### src/rtl/pic_cmd_pkg.sv
package pic_cmd_pkg;

   typedef enum logic [1:0] {
      ST_READY = 2'd0,
      ST_VEC   = 2'd1,
      ST_CASC  = 2'd2,
      ST_MODE  = 2'd3
   } init_st_t;

   // Address-0 class decode bits
   localparam int B_INIT    = 4;
   localparam int B_OP3     = 3;
   // Initialization-start fields
   localparam int B_NEED_MW = 0;
   localparam int B_SOLO    = 1;
   localparam int B_LEVEL   = 3;
   // Mode word fields
   localparam int B_AEOI    = 1;
   localparam int B_NEST    = 4;
   // Status command fields
   localparam int B_RSEL    = 0;
   localparam int B_RSEL_EN = 1;
   localparam int B_POLL    = 2;
   localparam int B_SMM     = 5;
   localparam int B_SMM_EN  = 6;

   typedef struct packed {
      logic init;
      logic op3;
      logic op2;
      logic port1;
   } wr_class_t;

endpackage

### src/rtl/pic_wr_class.sv
module pic_wr_class
   import pic_cmd_pkg::*;
#(
   parameter int DW = 8
) (
   input  logic          wr_en,
   input  logic          addr0,
   input  logic [DW-1:0] wr_data,
   output wr_class_t     cls
);
   logic is_init, is_op3;

   always_comb begin
      is_init   = wr_data[B_INIT];
      is_op3    = !wr_data[B_INIT] && wr_data[B_OP3];
      cls.init  = wr_en && !addr0 && is_init;
      cls.op3   = wr_en && !addr0 && is_op3;
      cls.op2   = wr_en && !addr0 && !is_init && !is_op3;
      cls.port1 = wr_en && addr0;
   end
endmodule

### src/rtl/pic_init_seq.sv
module pic_init_seq
   import pic_cmd_pkg::*;
#(
   parameter int DW      = 8,
   parameter int VEC_LSB = 3
) (
   input  logic          clk,
   input  logic          rst_n,
   input  wr_class_t     cls,
   input  logic [DW-1:0] wr_data,
   output logic          ready,
   output logic          single_mode,
   output logic [DW-1:0] vec_base,
   output logic          nested_mode,
   output logic          auto_eoi,
   output logic          level_err,
   output logic          init_pulse
);
   init_st_t      st;
   logic          need_mw;
   logic [DW-1:0] vec_keep;

   for (genvar b = 0; b < DW; b++) begin : g_vmask
      assign vec_keep[b] = (b >= VEC_LSB);
   end

   always_ff @(posedge clk or negedge rst_n) begin
      if (!rst_n) begin
         st          <= ST_READY;
         need_mw     <= 1'b0;
         single_mode <= 1'b0;
         vec_base    <= '0;
         nested_mode <= 1'b0;
         auto_eoi    <= 1'b0;
         level_err   <= 1'b0;
         init_pulse  <= 1'b0;
      end else begin
         init_pulse <= cls.init;
         if (cls.init) begin
            st          <= ST_VEC;
            need_mw     <= wr_data[B_NEED_MW];
            single_mode <= wr_data[B_SOLO];
            level_err   <= wr_data[B_LEVEL];
            vec_base    <= '0;
            nested_mode <= 1'b0;
            auto_eoi    <= 1'b0;
         end else if (cls.port1) begin
            unique case (st)
               ST_VEC: begin
                  vec_base <= wr_data & vec_keep;
                  if (single_mode) st <= need_mw ? ST_MODE : ST_READY;
                  else             st <= ST_CASC;
               end
               ST_CASC: st <= need_mw ? ST_MODE : ST_READY;
               ST_MODE: begin
                  nested_mode <= wr_data[B_NEST];
                  auto_eoi    <= wr_data[B_AEOI];
                  st          <= ST_READY;
               end
               default: st <= ST_READY;
            endcase
         end
      end
   end

   assign ready = (st == ST_READY);
endmodule

### src/rtl/pic_op_regs.sv
module pic_op_regs
   import pic_cmd_pkg::*;
#(
   parameter int DW = 8
) (
   input  logic          clk,
   input  logic          rst_n,
   input  wr_class_t     cls,
   input  logic [DW-1:0] wr_data,
   input  logic          ready,
   input  logic          rd_en,
   output logic [DW-1:0] mask_reg,
   output logic          poll_mode,
   output logic          read_isr,
   output logic          special_mask,
   output logic          op2_strobe,
   output logic [2:0]    op2_cmd,
   output logic [2:0]    op2_level
);
   always_ff @(posedge clk or negedge rst_n) begin
      if (!rst_n) begin
         mask_reg     <= '0;
         poll_mode    <= 1'b0;
         read_isr     <= 1'b0;
         special_mask <= 1'b0;
         op2_strobe   <= 1'b0;
         op2_cmd      <= '0;
         op2_level    <= '0;
      end else begin
         op2_strobe <= cls.op2;
         if (cls.op2) begin
            op2_cmd   <= wr_data[DW-1 -: 3];
            op2_level <= wr_data[2:0];
         end
         if (cls.init) begin
            mask_reg     <= '0;
            poll_mode    <= 1'b0;
            read_isr     <= 1'b0;
            special_mask <= 1'b0;
         end else begin
            if (cls.port1 && ready) mask_reg <= wr_data;
            if (cls.op3 && wr_data[B_POLL]) poll_mode <= 1'b1;
            else if (rd_en)                 poll_mode <= 1'b0;
            if (cls.op3 && wr_data[B_RSEL_EN]) read_isr     <= wr_data[B_RSEL];
            if (cls.op3 && wr_data[B_SMM_EN])  special_mask <= wr_data[B_SMM];
         end
      end
   end
endmodule

### src/rtl/pic_rd_mux.sv
module pic_rd_mux #(
   parameter int DW = 8
) (
   input  logic          addr0,
   input  logic          poll_mode,
   input  logic          read_isr,
   input  logic [DW-1:0] irr_in,
   input  logic [DW-1:0] isr_in,
   input  logic [DW-1:0] mask_reg,
   input  logic [DW-1:0] poll_in,
   output logic [DW-1:0] rd_data
);
   always_comb begin
      if (poll_mode)     rd_data = poll_in;
      else if (addr0)    rd_data = mask_reg;
      else if (read_isr) rd_data = isr_in;
      else               rd_data = irr_in;
   end
endmodule

### src/rtl/pic_cmd_decoder.sv
module pic_cmd_decoder
   import pic_cmd_pkg::*;
#(
   parameter int DW      = 8,
   parameter int VEC_LSB = 3
) (
   input  logic          clk,
   input  logic          rst_n,
   input  logic          addr0,
   input  logic          wr_en,
   input  logic [DW-1:0] wr_data,
   input  logic          rd_en,
   input  logic [DW-1:0] irr_in,
   input  logic [DW-1:0] isr_in,
   input  logic [DW-1:0] poll_in,
   output logic [DW-1:0] rd_data,
   output logic [DW-1:0] mask_reg,
   output logic [DW-1:0] vec_base,
   output logic          single_mode,
   output logic          auto_eoi,
   output logic          nested_mode,
   output logic          poll_mode,
   output logic          read_isr,
   output logic          special_mask,
   output logic          level_err,
   output logic          init_pulse,
   output logic          op2_strobe,
   output logic [2:0]    op2_cmd,
   output logic [2:0]    op2_level
);
   if (DW != 8) begin : g_bad_dw
      $error("pic_cmd_decoder: command fields need DW == 8");
   end
   if (VEC_LSB < 1 || VEC_LSB >= DW) begin : g_bad_vec
      $error("pic_cmd_decoder: VEC_LSB out of range");
   end

   wr_class_t cls;
   logic      ready;

   pic_wr_class #(.DW(DW)) u_class (
      .wr_en   (wr_en),
      .addr0   (addr0),
      .wr_data (wr_data),
      .cls     (cls)
   );

   pic_init_seq #(.DW(DW), .VEC_LSB(VEC_LSB)) u_seq (
      .clk         (clk),
      .rst_n       (rst_n),
      .cls         (cls),
      .wr_data     (wr_data),
      .ready       (ready),
      .single_mode (single_mode),
      .vec_base    (vec_base),
      .nested_mode (nested_mode),
      .auto_eoi    (auto_eoi),
      .level_err   (level_err),
      .init_pulse  (init_pulse)
   );

   pic_op_regs #(.DW(DW)) u_ops (
      .clk          (clk),
      .rst_n        (rst_n),
      .cls          (cls),
      .wr_data      (wr_data),
      .ready        (ready),
      .rd_en        (rd_en),
      .mask_reg     (mask_reg),
      .poll_mode    (poll_mode),
      .read_isr     (read_isr),
      .special_mask (special_mask),
      .op2_strobe   (op2_strobe),
      .op2_cmd      (op2_cmd),
      .op2_level    (op2_level)
   );

   pic_rd_mux #(.DW(DW)) u_rd (
      .addr0     (addr0),
      .poll_mode (poll_mode),
      .read_isr  (read_isr),
      .irr_in    (irr_in),
      .isr_in    (isr_in),
      .mask_reg  (mask_reg),
      .poll_in   (poll_in),
      .rd_data   (rd_data)
   );
endmodule

### config.mk
export PLATFORM = sky130hd
export DESIGN_NAME = pic_cmd_decoder
export DESIGN_NICKNAME = d
export VERILOG_FILES = /design/src/rtl/pic_cmd_pkg.sv /design/src/rtl/pic_wr_class.sv /design/src/rtl/pic_init_seq.sv /design/src/rtl/pic_op_regs.sv /design/src/rtl/pic_rd_mux.sv /design/src/rtl/pic_cmd_decoder.sv
export SDC_FILE = /design/constraint.sdc
export NUM_CORES = 1
export LEC_CHECK = 0
export ABC_AREA = 0
export BUFFER_PORTS_ARGS = -buffer_cell sky130_fd_sc_hd__buf_2
export CAP_MARGIN = 40
export CORE_AREA = 2 2 80 82
export CTS_BUF_LIST = sky130_fd_sc_hd__clkbuf_2 sky130_fd_sc_hd__clkbuf_4 sky130_fd_sc_hd__clkbuf_8
export DETAILED_ROUTE_END_ITERATION = 8
export DIE_AREA = 0 0 82 84
export GPL_TIMING_DRIVEN = 0
export HOLD_SLACK_MARGIN = 0.03
export SYNTH_ARGS = -nofsm -noshare
export SYNTH_HDL_FRONTEND = slang
export SYNTH_SLANG_ARGS = --single-unit
### constraint.sdc
create_clock -name clk -period 2 [get_ports clk]
set_input_delay 0.1 -clock clk [delete_from_list [all_inputs] [get_ports clk]]
set_output_delay 0.1 -clock clk [all_outputs]
set_load 0.05 [all_outputs]
==> flow_summary.yaml <==
floorplan:
  core_region_area_sq_um: 6100
  fp-row-count: 29
  ios: 76
  die_w_microns: 82
  dieArea_sq_um: 6890
  die_y_microns: 84
  start_util_pct: 28.5
timing:
  slew_headroom_pct: 54.2
  whs_ns: 0.0896
  final_max_slew_viol_count: 0
  hold_viol: 0
  rsz0062_at_grt: "no"
  min_period_ns: 1.76
  tightest_slew_ns: 0.687
  tns_ns: 0
  max_freq_ghz: 0.567
  post-route-period-util_pct: 88.2
  finalSetupViolCount: 0
  skew_ns: 0.00347
place:
  dp_hpwl_microns: 3380
  gp_congestion: 0.771
  place_area_sq_um: 2190
  io_buffers: 70
power:
  p_leak_nw: 1.19
  power_density_nw_per_um2: 1160
  power_mw: 2.68
  vdd_drop_max_mv: 0.422
grt:
  gr-total-overflow: 0
  grt_use_total_pct: 13.2
  first_global_vias: 1446
  grt_pass1_wl_microns: 7000
  antenna_found_initial: 0
  grt_max_degree: 32
cts:
  h-tree-depth: 2
  cts-resized-gates: 0
  cts_tree: "yes"
  clock-sinks: 31
  clk_path_buf_depth: 2
  cts_buffers: 5
  cts.clk_slew.worst_paths_ns: 0.07
  worstSkewPairLatency_ns: 0.28
  cts-root-buf: "clkbuf_8"
route:
  drcViolationCount: 0
  via_per_inst: 4.54
  drt_wl_total_microns: 4340
  ant_nets: 0
  avgRoutedWirePerCell_microns: 13.4
  drt-initial-drc-count: 47
  num_vias: 1471
  drt-pass1-iter-count: 4
setup_path:
  arrival_ns: 1.66
  crit_family: "buffers and inverters"
  crit_fanout: 10
  required_ns: 1.90
  cp_cell_sequence: "clkbuf_1 > nand2_1 > o21ai_1 > buf_2"
  cpMaxStageDelayCell: "dfrtp_1"
  start_kind: "flop"
  crit_path_end_kind: "output pin"
  crit_type: "reg2out"
  crit_buf_inv: 2
  cpPeakStageDelay_ns: 0.55
layout:
  drive_above_1_share_pct: 43.7
  fill_cells: 639
  final_nets: 287
  stdcell_area_sq_um: 2320
  final_cell_mix: "75 x buf_2, 31 x dfrtp_1, 23 x a22o_1"
  syn_to_final_growth_pct: 33.5
  multi_input_area_sq_um: 838
  largest_reg_flops: 8
  antennaDiodeCount: 0
  layout_commonest_cell: "buf_2"
  regArea_sq_um: 776
logic_synthesis:
  syn-cell-area_sq_um: 1740
  syn_inst: 166
  syn_avg_cell_area_sq_um: 10.5
  ys_seq_area_share_pct: 44.7
  synth.ff_latch_count: 31
  yosysWarnings: 0
  synthDistinctLibCells: 26
worst_hold_path:
  min_path_type: "in2reg"
run_status:
  status: "completed"
run:
  timing.max_cap.violations: 0
## synth_stat cells
cell type  instances  share of area, %
buf_2              5               1.4
o21ai_0           19               5.5
buf_4              4               1.7
conb_1             1              0.22
o22ai_1            1              0.36
o31ai_1            1              0.43
ha_1               4               2.9
nand2_1           13               2.8
mux2i_1            8               4.6
and2b_1            1              0.43
and2_1             2              0.72
clkbuf_1           4              0.86
a41oi_1            1              0.50
buf_6              1              0.65
nand3_1            7               2.0
a22o_1            23                12
nand2b_4           1              0.79
inv_1             13               2.8
nor3_4             1              0.94
a32oi_1            1              0.50
dfrtp_1           31                45
o211ai_1           1              0.43
mux2_2            17                11
o21ai_2            1              0.50
a21boi_0           1              0.43
a21oi_1            4               1.2
## timing repair
item                      4_1_cts  5_1_grt
hold endpoints to repair       31        0
hold buffers                    1        0
setup buffers                   0        0
## metrics by stage
stage	instances	util, %	setup WS, ns
after floorplan	168	-	0.0616
after global placement	315	35.9	0.545
after detailed placement	315	35.9	0.524
after CTS	324	38.0	0.230
after global routing	324	38.0	0.0973
final	324	38.0	0.237
## routing by layer
metal,up-vias,track usage (%),share of wire [%]
met5,-,0,0
met2,56,22.2,46
met3,6,3.68,8.2
met1,657,16.2,45
met4,0,3.64,1.0
li1,752,-,-
## worst register-to-register path: cells and delay by family, from the launching register on
family | cells | cell delay (ns)
flip-flops | 1 | 0.42
buffers and inverters | 2 | 0.41
adder cells (fa/ha/maj) | 1 | 0.17
AO/OA/AOI/OAI | 2 | 0.36
## layout make-up
type | count | area share (%)
Buffer | 14 | 3.51
Clock buffer | 6 | 3.56
Clock inverter | 2 | 1.51
Inverter | 13 | 2.10
Multi-Input combinational cell | 110 | 36.2
Sequential cell | 31 | 33.5
Tap cell | 77 | 4.16
Timing Repair Buffer | 71 | 15.5
## power by group
| part | internal (mW) | total (mW) | switching [mW] | leakage [nW] |
|---|---|---|---|---|
| logic | 0.338 | 1.17 | 0.835 | 0.735 |
| registers | 0.762 | 0.869 | 0.108 | 0.390 |
| clock network | 0.403 | 0.640 | 0.237 | 0.0612 |
## path summary, 6_finish.rpt
| check | start | end | slack [ns] | depth (start not counted) |
|---|---|---|---|---|
| worst max-delay path | u_ops.poll_mode | rd_data[3] | 0.24 | 4 |
| worst min-delay path | wr_data[2] | u_ops.op2_level[2] | 0.09 | 2 |
| worst max register to register | u_seq.st[1] | u_seq.vec_base[6] | 0.53 | 5 |
| worst min register to register | u_ops.special_mask | u_ops.special_mask | 0.50 | 2 |
| max in group asynchronous | rst_n | u_seq.st[1] | 1.16 | 2 |
| min in group asynchronous | rst_n | u_seq.level_err | 0.39 | 2 |
## logic make-up (layout without fill, tap and decap cells)
kind of cell    after synthesis  count (layout)  share of synthesized area, %
compound gates               53              53                          21.4
fa+ha+maj                     4               4                          2.88
buf+inv                      27             106                          7.49
flops                        31              31                          44.7
mux                          25              25                          15.6
other cells                   1               3                         0.216
simple gates                 25              25                          7.71
(Power assumes the default switching activity.)
